<file path="src/rtl/addsub_pkg.sv">
`timescale 1ns/1ps
package addsub_pkg;
  typedef enum logic {
    OP_ADD = 1'b0,
    OP_SUB = 1'b1
  } op_e;

  localparam int unsigned MIN_WIDTH = 2;
endpackage

</file>
<file path="src/rtl/addsub_fa.sv">
`timescale 1ns/1ps
module addsub_fa (
  input  logic x_i,
  input  logic y_i,
  input  logic cin_i,
  output logic sum_o,
  output logic cout_o
);
  assign sum_o  = x_i ^ y_i ^ cin_i;
  assign cout_o = (x_i & y_i) | (x_i & cin_i) | (y_i & cin_i);
endmodule

</file>
<file path="src/rtl/addsub_bcond.sv">
`timescale 1ns/1ps
// Conditional inversion of the second operand: one XOR per bit.
module addsub_bcond #(
  parameter int unsigned WIDTH = 4
) (
  input  logic [WIDTH-1:0] b_i,
  input  logic             inv_i,
  output logic [WIDTH-1:0] b_o
);
  for (genvar k = 0; k < WIDTH; k++) begin : g_xor
    assign b_o[k] = b_i[k] ^ inv_i;
  end
endmodule

</file>
<file path="src/rtl/addsub_chain.sv">
`timescale 1ns/1ps
module addsub_chain #(
  parameter int unsigned WIDTH = 4
) (
  input  logic [WIDTH-1:0] x_i,
  input  logic [WIDTH-1:0] y_i,
  input  logic             cin_i,
  output logic [WIDTH-1:0] sum_o,
  output logic             cout_o,
  output logic             c_msb_in_o
);
  localparam int unsigned MSB = WIDTH - 1;

  logic [WIDTH:0] c;

  assign c[0] = cin_i;

  for (genvar k = 0; k < WIDTH; k++) begin : g_slice
    addsub_fa u_fa (
      .x_i   (x_i[k]),
      .y_i   (y_i[k]),
      .cin_i (c[k]),
      .sum_o (sum_o[k]),
      .cout_o(c[k+1])
    );
  end

  assign cout_o     = c[WIDTH];
  assign c_msb_in_o = c[MSB];
endmodule

</file>
<file path="src/rtl/addsub_unit.sv">
`timescale 1ns/1ps
module addsub_unit
  import addsub_pkg::*;
#(
  parameter int unsigned WIDTH = 4
) (
  input  logic [WIDTH-1:0] a_i,
  input  logic [WIDTH-1:0] b_i,
  input  logic             sub_i,
  output logic [WIDTH-1:0] result_o,
  output logic             carry_o,
  output logic             overflow_o
);
  if (WIDTH < MIN_WIDTH) begin : g_bad_width
    $error("addsub_unit: WIDTH below minimum");
  end

  op_e             op;
  logic            mode;
  logic [WIDTH-1:0] b_cond;
  logic            c_top;
  logic            c_msb_in;

  assign op   = op_e'(sub_i);
  assign mode = (op == OP_SUB);

  addsub_bcond #(.WIDTH(WIDTH)) u_bcond (
    .b_i  (b_i),
    .inv_i(mode),
    .b_o  (b_cond)
  );

  // mode doubles as the +1 of the two's complement
  addsub_chain #(.WIDTH(WIDTH)) u_chain (
    .x_i       (a_i),
    .y_i       (b_cond),
    .cin_i     (mode),
    .sum_o     (result_o),
    .cout_o    (c_top),
    .c_msb_in_o(c_msb_in)
  );

  assign carry_o    = c_top;
  assign overflow_o = c_top ^ c_msb_in;
endmodule

</file>
<file path="config.mk">
export PLATFORM = sky130hd
export DESIGN_NAME = addsub_unit
export DESIGN_NICKNAME = d
export VERILOG_FILES = /design/src/rtl/addsub_pkg.sv /design/src/rtl/addsub_fa.sv /design/src/rtl/addsub_bcond.sv /design/src/rtl/addsub_chain.sv /design/src/rtl/addsub_unit.sv
export SDC_FILE = /design/constraint.sdc
export NUM_CORES = 1
export LEC_CHECK = 0
export ABC_AREA = 1
export ABC_CLOCK_PERIOD_IN_PS = 2200
export BUFFER_PORTS_ARGS = -buffer_cell sky130_fd_sc_hd__buf_2
export CAP_MARGIN = 20
export CORE_AREA = 3 3 40 42
export DETAILED_ROUTE_END_ITERATION = 10
export DIE_AREA = 0 0 43 45
export PLACE_DENSITY = 0.49
export SETUP_SLACK_MARGIN = 0.05
export SYNTH_ARGS = -nofsm -noshare
export SYNTH_HDL_FRONTEND = slang
export SYNTH_SLANG_ARGS = --single-unit
</file>
<file path="constraint.sdc">
create_clock -name vclk -period 2.2
set_input_delay 0.11 -clock vclk [all_inputs]
set_output_delay 0.11 -clock vclk [all_outputs]
set_load 0.1 [all_outputs]
</file>
# Yosys cells after proc, flatten, opt, wreduce, memory -nomap -nowiden
# Cells that the tools add are included.
# Widths: inputs -> output; s select.
[classes] n_bitwise=33
[ops] operator="$xor 1x1->1" n=13
[ops] operator="$and 1x1->1" n=12
[ops] operator="$or 1x1->1" n=8
[word_totals] reg_bits=0 output_inout_bits=6 input_bits=9

# Depth between registers and ports, before layout
# Gate-level depths: netlist of run 1.
[logic_depth] word_depth=14 mapped_depth=8

# Modules after synthesis
# A second synthesis of run 1 with hierarchy kept.
[hier_totals] cells_unflattened=26 area_unflattened_um2=162.7
[modules_own_cells] module="addsub_fa" n_inst=4 area_each_um2=20.0 seq_area_each_um2=0.0 cells_each=1
[modules_own_cells] module="addsub_bcond" n_inst=1 area_each_um2=63.8 seq_area_each_um2=0.0 cells_each=17
[modules_own_cells] module="addsub_unit" n_inst=1 area_each_um2=18.8 seq_area_each_um2=0.0 cells_each=5

# Least setup slack after synthesis of run 1
# Ideal clock, no wire load.
[synth_path] kind="input-to-output" start="in sub_i" end="out overflow_o" setup_slack_ns=-1.546 required_ns=2.090 n_path_buf=1 arrival_ns=3.636 path_stages=6 path_cell_list="buf_6 > xor2_1 > fa_1 > fa_1 > fa_1 > xor2_1"
[synth_via] elab_chain_len=14 elab_cells_between_ends=25 cone_classes="bitwise: 25"
[synth_rtl] element="from (decl)" line="addsub_unit.sv:9" source="input logic sub_i,"
[synth_rtl] element="$xor 1x1->1" line="addsub_bcond.sv:11" source="assign b_o[k] = b_i[k] ^ inv_i;"
[synth_rtl] element="$and 1x1->1" line="addsub_fa.sv:10" source="assign cout_o = (x_i & y_i) | (x_i & cin_i) | (y_i & cin_i);"
[synth_rtl] element="$or 1x1->1 (2 in a row)" line="addsub_fa.sv:10"
[synth_rtl] element="$and 1x1->1" line="addsub_fa.sv:10"
[synth_rtl] element="$or 1x1->1 (2 in a row)" line="addsub_fa.sv:10"
[synth_rtl] element="$and 1x1->1" line="addsub_fa.sv:10"
[synth_rtl] element="$or 1x1->1 (2 in a row)" line="addsub_fa.sv:10"
[synth_rtl] element="$and 1x1->1" line="addsub_fa.sv:10"
[synth_rtl] element="$or 1x1->1" line="addsub_fa.sv:10"
[synth_rtl] element="$or 1x1->1 (*)" line="addsub_fa.sv:10"
[synth_rtl] element="via carry_o" line="addsub_unit.sv:11" source="output logic carry_o,"
[synth_rtl] element="$xor 1x1->1 (*)" line="addsub_unit.sv:44" source="assign overflow_o = c_top ^ c_msb_in;"
[synth_rtl] element="to (decl)" line="addsub_unit.sv:12" source="output logic overflow_o"
# The timed path passes the listed nets; every way through them passes the cells marked *.

# Worst setup path after layout of run 1
[layout_path] start="in b_i[0]" end="out overflow_o"
[layout_via] elab_chain_len=14 elab_cells_between_ends=18 cone_classes="bitwise: 18"
[layout_rtl] element="from (decl)" line="addsub_unit.sv:8" source="input logic [WIDTH-1:0] b_i,"
[layout_rtl] element="$xor 1x1->1 (*)" line="addsub_bcond.sv:11"
[layout_rtl] element="$and 1x1->1" line="addsub_fa.sv:10"
[layout_rtl] element="$or 1x1->1" line="addsub_fa.sv:10"
[layout_rtl] element="$or 1x1->1 (*)" line="addsub_fa.sv:10"
[layout_rtl] element="$and 1x1->1" line="addsub_fa.sv:10"
[layout_rtl] element="$or 1x1->1" line="addsub_fa.sv:10"
[layout_rtl] element="$or 1x1->1 (*)" line="addsub_fa.sv:10"
[layout_rtl] element="$and 1x1->1" line="addsub_fa.sv:10"
[layout_rtl] element="$or 1x1->1" line="addsub_fa.sv:10"
[layout_rtl] element="$or 1x1->1 (*)" line="addsub_fa.sv:10"
[layout_rtl] element="$and 1x1->1" line="addsub_fa.sv:10"
[layout_rtl] element="$or 1x1->1 (2 in a row)" line="addsub_fa.sv:10"
[layout_rtl] element="$xor 1x1->1 (*)" line="addsub_unit.sv:44"
# Every way passes the cells marked *; elsewhere a longest branch is shown, timed or not.

==> impl_results.html, run 1 <==
<table>
<tr><th>Metric</th><th>Value</th></tr>
<tr><th colspan="2">Layout</th></tr>
<tr><td>Share of post-route cells with drive strength above 1</td><td>0.477</td></tr>
<tr><td>Area growth syn-to-layout</td><td>64.1%</td></tr>
<tr><td>Most frequent cells in the layout</td><td>15 x sky130_fd_sc_hd__nand2_1, 12 x sky130_fd_sc_hd__buf_2, 3 x sky130_fd_sc_hd__inv_1, 3 x sky130_fd_sc_hd__xor2_1, 3 x sky130_fd_sc_hd__buf_12</td></tr>
<tr><td>Final-layout clock buffer total</td><td>0</td></tr>
<tr><td>Register cell area after layout</td><td>0 sq um</td></tr>
<tr><td>Design Area, Final</td><td>349 sq um</td></tr>
<tr><td>Number of nets in the finished design</td><td>58</td></tr>
<tr><td>Antenna cells</td><td>0</td></tr>
<tr><td>Number of flip-flops and latches</td><td>0</td></tr>
<tr><td>Filler-free cell count of the finished design</td><td>59</td></tr>
<tr><td>Most common cell after layout, fill and taps aside</td><td>sky130_fd_sc_hd__nand2_1</td></tr>
<tr><th colspan="2">Place</th></tr>
<tr><td>Worst-case setup slack after placement</td><td>0.0761 ns</td></tr>
<tr><td>Placed inst area</td><td>349 sq um</td></tr>
<tr><td>Input/output buffers</td><td>15</td></tr>
<tr><td>Placed cell count</td><td>59</td></tr>
<tr><td>Placer Congestion</td><td>0.619</td></tr>
<tr><td>Half-perimeter wire length after detailed placement</td><td>381 um</td></tr>
<tr><th colspan="2">Yosys</th></tr>
<tr><td>Post-synthesis instance area</td><td>213 sq um</td></tr>
<tr><td>Share of the yosys chip area belonging to registers</td><td>0</td></tr>
<tr><td>Post-synthesis area per instance</td><td>6.65 sq um</td></tr>
<tr><td>Post-Syn Nets</td><td>44</td></tr>
<tr><td>Number of warnings reported in the yosys synthesis log</td><td>0</td></tr>
<tr><td>Yosys cell types</td><td>8</td></tr>
<tr><td>Syn Inst Count</td><td>32</td></tr>
<tr><th colspan="2">Floorplanning</th></tr>
<tr><td>Number of primary I/O pins</td><td>15</td></tr>
<tr><td>Area enclosed by the die boundary</td><td>1940 sq um</td></tr>
<tr><td>Horiz. Die Dim</td><td>43 um</td></tr>
<tr><td>Count of standard-cell rows</td><td>13</td></tr>
<tr><td>Die extent in y</td><td>45 um</td></tr>
<tr><td>Core region area</td><td>1280 sq um</td></tr>
<tr><td>Initial Utilization</td><td>0.166</td></tr>
<tr><th colspan="2">Setup path</th></tr>
<tr><td>Data arrival time at the worst-slack endpoint</td><td>1.94 ns</td></tr>
<tr><td>Number of buffer and inverter stages on the critical path</td><td>3</td></tr>
<tr><td>Critical Path Most Common Cell</td><td>sky130_fd_sc_hd__fa_2</td></tr>
<tr><td>Crit path cell chain</td><td>buf_2 -&gt; inv_1 -&gt; nand2_1 -&gt; o21ai_0 -&gt; fa_1 -&gt; fa_2 -&gt; fa_2 -&gt; xor2_4 -&gt; buf_12</td></tr>
<tr><td>Total stage count of the critical path</td><td>9</td></tr>
<tr><td>Required time worst endpoint</td><td>2.09 ns</td></tr>
<tr><td>Largest fanout of any net on the critical path</td><td>3</td></tr>
<tr><td>Cell type group with the largest total delay on the critical path</td><td>adder cells</td></tr>
<tr><td>Worst setup SP type</td><td>primary input</td></tr>
<tr><td>Standard cell with the maximum stage delay on the critical path</td><td>sky130_fd_sc_hd__fa_1</td></tr>
<tr><td>Worst setup path class</td><td>in2out</td></tr>
<tr><td>Critical path's largest stage delay</td><td>0.39 ns</td></tr>
<tr><td>CP endpoint kind</td><td>output pin</td></tr>
<tr><th colspan="2">GRT</th></tr>
<tr><td>GR Util All Layers</td><td>0.0375</td></tr>
<tr><td>Initial antenna violation count</td><td>0</td></tr>
<tr><td>Congestion Overflow GR</td><td>0</td></tr>
<tr><td>Global-route wire length before repair</td><td>621 um</td></tr>
<tr><td>Largest net degree at the start of global routing</td><td>7</td></tr>
<tr><td>Via count of the first global-routing pass</td><td>168</td></tr>
<tr><th colspan="2">STA</th></tr>
<tr><td>Unrepaired setup endpoints after global routing</td><td>false</td></tr>
<tr><td>Transition time at the pin with the least slew margin</td><td>0.488 ns</td></tr>
<tr><td>Clock period minus worst slack</td><td>2.05 ns</td></tr>
<tr><td>Final-report hold violation count</td><td>0</td></tr>
<tr><td>Highest clock rate</td><td>0.487 GHz</td></tr>
<tr><td>Count of endpoints failing setup in the final report</td><td>0</td></tr>
<tr><td>TNS Setup</td><td>0 ns</td></tr>
<tr><td>Max Transition Viols Final</td><td>0</td></tr>
<tr><td>Headroom to the max-slew limit</td><td>0.677</td></tr>
<tr><td>Tcrit/Tclk final</td><td>0.933</td></tr>
<tr><td>Final worst-path setup slack</td><td>0.148 ns</td></tr>
<tr><th colspan="2">Routing</th></tr>
<tr><td>Highest metal layer used by the detailed router</td><td>met3</td></tr>
<tr><td>Post-detailed-route wirelength per cell</td><td>6.85 um</td></tr>
<tr><td>Routed met1 length</td><td>197 um</td></tr>
<tr><td>WL met2</td><td>160 um</td></tr>
<tr><td>DRC violations left</td><td>0</td></tr>
<tr><td>Number of nets still failing antenna checks after routing</td><td>0</td></tr>
<tr><td>Routed wire length</td><td>404 um</td></tr>
<tr><td>Number of detailed-routing iterations run before antenna repair</td><td>1</td></tr>
<tr><td>Starting DRT DRC Count</td><td>0</td></tr>
<tr><td>Total met3 wirelength after detailed routing</td><td>46 um</td></tr>
<tr><td>Post-DR vias/cell</td><td>3.44</td></tr>
<tr><td>Vias post-DR</td><td>203</td></tr>
<tr><th colspan="2">Clocking</th></tr>
<tr><td>Post-CTS repair timing setup buffer count</td><td>0</td></tr>
<tr><td>Quantity of hold-fixing buffers added after cts</td><td>0</td></tr>
<tr><td>Number of gates given a new drive strength after cts</td><td>0</td></tr>
<tr><th colspan="2">Outcome</th></tr>
<tr><td>Status</td><td>finished, final reports clean</td></tr>
<tr><th colspan="2">Min path</th></tr>
<tr><td>Worst Hold Class</td><td>in2out</td></tr>
<tr><td>Hold depth</td><td>3</td></tr>
<tr><th colspan="2">Power and ir drop</th></tr>
<tr><td>Leak</td><td>0.000189 uW</td></tr>
<tr><td>Peak VDD IR</td><td>0.372 mV</td></tr>
<tr><td>Power density over the cells</td><td>959 nW/um^2</td></tr>
<tr><td>Overall power consumption</td><td>335 uW</td></tr>
<tr><th colspan="2">Flow run</th></tr>
<tr><td>Number of max-cap violations</td><td>0</td></tr>
</table>
-- path summary, 6_finish.rpt --
kind | end | slack, ns | start
worst max-delay path | overflow_o | 0.15 | b_i[0]
worst min-delay path | result_o[2] | 0.72 | a_i[2]
-- logic make-up (layout without fill, tap and decap cells) --
family | count (synthesis) | count (layout) | synth area share
and+or+nand+nor | 15 | 15 | 0.265
adders and majority gates | 3 | 3 | 0.282
buffers and inverters | 9 | 21 | 0.265
xor gates and xnor gates | 4 | 4 | 0.165
AOI/OAI and AO/OA | 1 | 1 | 0.0235
-- cell type report --
| class | count | area [sq um] |
|---|---|---|
| tap | 15 | 18.8 |
| inverter | 4 | 15.0 |
| multi-input combinational | 23 | 180 |
| fill | 140 | 936 |
| timing repair buffer | 17 | 135 |
-- metrics by stage --
step	hold WS (ns)	utilization
after floorplan	0.627	-
after global placement	0.714	0.272
after detailed placement	0.714	0.272
after CTS	0.714	0.272
after global routing	0.726	0.272
final	0.716	0.272
-- synth_stat cells (all sizes together) --
cell type / count / area share
xor2: 4 / 0.16
inv: 4 / 0.071
nand2: 15 / 0.26
o21ai: 1 / 0.024
fa: 3 / 0.28
buf: 5 / 0.19
-- layer usage --
layer / up-vias / global-route usage
li1: 112 / -
met1: 81 / 0.0557
met2: 10 / 0.0599
met3: 0 / 0.00797
met4: 0 / 0
met5: - / 0
-- report_power, final --
part           leakage [uW]  switching, uW  internal, uW
combinational      0.000189            232           102
clock                     0              0             0
sequential                0              0             0
Power figures use the tool's default switching activity.
==> run 2: changes to the inputs <==
Settings changed: ABC_AREA 1 to not set, PLACE_DENSITY 0.49 to 0.44, SKIP_LAST_GASP set to 1.
==> impl_results.html, run 2 <==
<table>
<tr><th>Metric</th><th>Value</th></tr>
<tr><th colspan="2">Floorplanning</th></tr>
<tr><td>Die extent in y</td><td>45 um (unchanged)</td></tr>
<tr><td>Horiz. Die Dim</td><td>43 um (unchanged)</td></tr>
<tr><td>Count of standard-cell rows</td><td>13 (unchanged)</td></tr>
<tr><td>Area enclosed by the die boundary</td><td>1940 sq um (unchanged)</td></tr>
<tr><td>Number of primary I/O pins</td><td>15 (unchanged)</td></tr>
<tr><td>Initial Utilization</td><td>0.113 (-0.0526)</td></tr>
<tr><td>Core region area</td><td>1280 sq um (unchanged)</td></tr>
<tr><th colspan="2">Yosys</th></tr>
<tr><td>Cell types occupying the most area after synthesis</td><td>sky130_fd_sc_hd__fa_1 41%, sky130_fd_sc_hd__xor2_1 30%, sky130_fd_sc_hd__buf_4 21%</td></tr>
<tr><td>Post-synthesis instance area</td><td>145 sq um (-32%)</td></tr>
<tr><td>Post-synthesis area per instance</td><td>11.2 sq um (+68%)</td></tr>
<tr><td>Yosys cell types</td><td>4 (-4)</td></tr>
<tr><td>Count leader, synth</td><td>sky130_fd_sc_hd__xor2_1</td></tr>
<tr><td>Most numerous cell types in the synthesized netlist</td><td>5 x sky130_fd_sc_hd__xor2_1, 4 x sky130_fd_sc_hd__buf_4, 3 x sky130_fd_sc_hd__fa_1</td></tr>
<tr><td>Number of warnings reported in the yosys synthesis log</td><td>0 (unchanged)</td></tr>
<tr><td>Post-Syn Nets</td><td>25 (-43%)</td></tr>
<tr><td>Share of the yosys chip area belonging to registers</td><td>0 (unchanged)</td></tr>
<tr><td>Synth area leader</td><td>sky130_fd_sc_hd__fa_1</td></tr>
<tr><td>Syn Inst Count</td><td>13 (-59%)</td></tr>
<tr><td>Area share of the largest cell type after synthesis</td><td>0.414 (+0.131)</td></tr>
<tr><th colspan="2">GRT</th></tr>
<tr><td>Initial antenna violation count</td><td>0 (unchanged)</td></tr>
<tr><td>Congestion Overflow GR</td><td>0 (unchanged)</td></tr>
<tr><td>Largest net degree at the start of global routing</td><td>4 (-3)</td></tr>
<tr><td>GR Util All Layers</td><td>0.0400 (+0.00244)</td></tr>
<tr><td>Global-route wire length before repair</td><td>627 um (+0.97%)</td></tr>
<tr><td>Via count of the first global-routing pass</td><td>146 (-13%)</td></tr>
<tr><th colspan="2">Power and ir drop</th></tr>
<tr><td>Fraction of power consumed by the clock network</td><td>0 (unchanged)</td></tr>
<tr><td>Peak VDD IR</td><td>0.362 mV (-2.8%)</td></tr>
<tr><td>Share of total power in sequential cells</td><td>0 (unchanged)</td></tr>
<tr><td>Psw</td><td>227 uW (-2.0%)</td></tr>
<tr><td>Combinational power share</td><td>1.000 (about the same)</td></tr>
<tr><td>Sw Share</td><td>0.686 (-0.00796)</td></tr>
<tr><td>Power density over the cells</td><td>1070 nW/um^2 (+12%)</td></tr>
<tr><td>Leak</td><td>0.000142 uW (-25%)</td></tr>
<tr><td>Internal power</td><td>104 uW (+1.7%)</td></tr>
<tr><td>Overall power consumption</td><td>332 uW (-0.87%)</td></tr>
<tr><th colspan="2">Routing</th></tr>
<tr><td>Post-DR vias/cell</td><td>3.21 (-6.7%)</td></tr>
<tr><td>Number of detailed-routing iterations run before antenna repair</td><td>1 (unchanged)</td></tr>
<tr><td>DRC violations left</td><td>0 (unchanged)</td></tr>
<tr><td>Vias post-DR</td><td>138 (-32%)</td></tr>
<tr><td>Post-detailed-route wirelength per cell</td><td>9.02 um (+32%)</td></tr>
<tr><td>Number of nets still failing antenna checks after routing</td><td>0 (unchanged)</td></tr>
<tr><td>Routed wire length</td><td>388 um (-4.0%)</td></tr>
<tr><td>Starting DRT DRC Count</td><td>0 (unchanged)</td></tr>
<tr><th colspan="2">Layout</th></tr>
<tr><td>Design Area, Final</td><td>310 sq um (-11%)</td></tr>
<tr><td>Register cell area after layout</td><td>0 sq um (unchanged)</td></tr>
<tr><td>Antenna cells</td><td>0 (unchanged)</td></tr>
<tr><td>Number of flip-flops and latches</td><td>0 (unchanged)</td></tr>
<tr><td>Number of nets in the finished design</td><td>42 (-28%)</td></tr>
<tr><td>Most frequent cells in the layout</td><td>12 x sky130_fd_sc_hd__buf_2, 4 x sky130_fd_sc_hd__xor2_1, 4 x sky130_fd_sc_hd__buf_4, 3 x sky130_fd_sc_hd__fa_2, 3 x sky130_fd_sc_hd__buf_12</td></tr>
<tr><td>Area occupied by multi-input gates</td><td>141 sq um (-22%)</td></tr>
<tr><td>Number of fill cells</td><td>146 (+4.3%)</td></tr>
<tr><td>Most common cell after layout, fill and taps aside</td><td>sky130_fd_sc_hd__buf_2</td></tr>
<tr><td>Share of post-route cells with drive strength above 1</td><td>0.857 (+0.380)</td></tr>
<tr><td>Final-layout clock buffer total</td><td>0 (unchanged)</td></tr>
<tr><td>Area growth syn-to-layout</td><td>114%</td></tr>
<tr><th colspan="2">Place</th></tr>
<tr><td>Input/output buffers</td><td>15 (unchanged)</td></tr>
<tr><td>Placer Congestion</td><td>0.755 (+22%)</td></tr>
<tr><td>Placed inst area</td><td>300 sq um (-14%)</td></tr>
<tr><th colspan="2">Setup path</th></tr>
<tr><td>Worst setup path class</td><td>in2out</td></tr>
<tr><td>Worst setup SP type</td><td>primary input</td></tr>
<tr><td>Largest fanout of any net on the critical path</td><td>2 (-1)</td></tr>
<tr><td>Required time worst endpoint</td><td>2.09 ns (about the same)</td></tr>
<tr><td>CP endpoint kind</td><td>output pin</td></tr>
<tr><td>Data arrival time at the worst-slack endpoint</td><td>1.99 ns (+0.05 ns)</td></tr>
<tr><th colspan="2">Min path</th></tr>
<tr><td>Worst Hold Path EP</td><td>result_o[0]</td></tr>
<tr><td>Worst Hold Class</td><td>in2out</td></tr>
<tr><td>Startpoint of the worst hold path</td><td>a_i[0]</td></tr>
<tr><td>Hold depth</td><td>3 (unchanged)</td></tr>
<tr><th colspan="2">STA</th></tr>
<tr><td>Transition time at the pin with the least slew margin</td><td>0.487 ns (-0.000454 ns)</td></tr>
<tr><td>Count of endpoints failing setup in the final report</td><td>0 (unchanged)</td></tr>
<tr><td>Max Transition Viols Final</td><td>0 (unchanged)</td></tr>
<tr><td>Final-report hold violation count</td><td>0 (unchanged)</td></tr>
<tr><td>Unrepaired setup endpoints after global routing</td><td>false</td></tr>
<tr><td>Headroom to the max-slew limit</td><td>0.678 (about the same)</td></tr>
<tr><td>Highest clock rate</td><td>0.477 GHz (-2.1%)</td></tr>
<tr><td>Clock period minus worst slack</td><td>2.10 ns (+0.0434 ns)</td></tr>
<tr><td>Tcrit/Tclk final</td><td>0.952 (+0.0197)</td></tr>
<tr><th colspan="2">Flow run</th></tr>
<tr><td>Number of max-cap violations</td><td>0 (unchanged)</td></tr>
<tr><th colspan="2">Outcome</th></tr>
<tr><td>Status</td><td>finished, final reports clean</td></tr>
</table>
[run 2: changes by cell type after synthesis, sizes merged]
cell   change
inv        -4
xor2       +1
mux2       +1
nand2     -15
buf        -1
o21ai      -1
[run 2: worst max-delay path by stage]
stage / startpoint / endpoint / slack (ns) / cells after the start
floorplan: b_i[0] / overflow_o / -0.47 / 5
global placement: b_i[0] / overflow_o / 0.007 / 7
detailed placement: b_i[0] / overflow_o / -0.01 / 7
CTS: b_i[0] / overflow_o / 0.04 / 7
global route: b_i[0] / overflow_o / 0.06 / 7
finish: b_i[0] / overflow_o / 0.10 / 7
[run 2: per-stage QoR]
stage	TNS [ns]	setup slack, ns	util	std cells	hold WS, ns
2_1_floorplan	-0.472	-0.472	-	13	0.483
3_3_place_gp	0	0.00746	0.234	42	0.646
6_report	0	0.105	0.241	43	0.656
3_5_place_dp	-0.0126	-0.0126	0.234	42	0.658
5_1_grt	0	0.0577	0.241	43	0.681
4_1_cts	0	0.0396	0.234	42	0.658
[run 2: power groups by stage]
stage	clock [uW]	combinational (uW)	sequential (uW)
after detailed placement	0	331	0
after global placement	0	329	0
final	0	332	0
after CTS	0	331	0
after global routing	0	343	0
after floorplan	0	249	0
[run 2: what timing repair did]
action | in CTS | in global routing
buffers inserted | 0 | 1
pin swaps | 1 | 0
endpoints found under the setup margin | 3 | 2
hold buffers | 0 | 0
endpoints found under the hold margin | 0 | 0
gates resized for setup | 0 | 1
[run 2: logic make-up (layout without fill, tap and decap cells)]
group,after synthesis,after routing,share of synthesized area
XOR/XNOR,5,5,0.302
adder cells (fa/ha/maj),3,3,0.414
buffers and inverters,4,19,0.207
multiplexers,1,1,0.0776
[run 2: critical path, cell delays in order]
cell	delay [ns]
sky130_fd_sc_hd__buf_2	0.09
sky130_fd_sc_hd__mux2_2	0.34
sky130_fd_sc_hd__fa_2	0.34
sky130_fd_sc_hd__fa_2	0.36
sky130_fd_sc_hd__fa_2	0.39
sky130_fd_sc_hd__xor2_4	0.17
sky130_fd_sc_hd__buf_12	0.19
[run 2: area by class of cell]
class                           instances  area share
Tap cell                               15      0.0605
Timing Repair Buffer                   19       0.484
Multi-Input combinational cell          9       0.456
[run 2: layer usage]
metal / vias to the layer above / share of wire / global-route usage
met4: 0 / 0 / 0
met5: - / 0 / 0
li1: 65 / - / -
met3: 0 / 0.22 / 0.0159
met1: 60 / 0.30 / 0.0410
met2: 13 / 0.48 / 0.0808
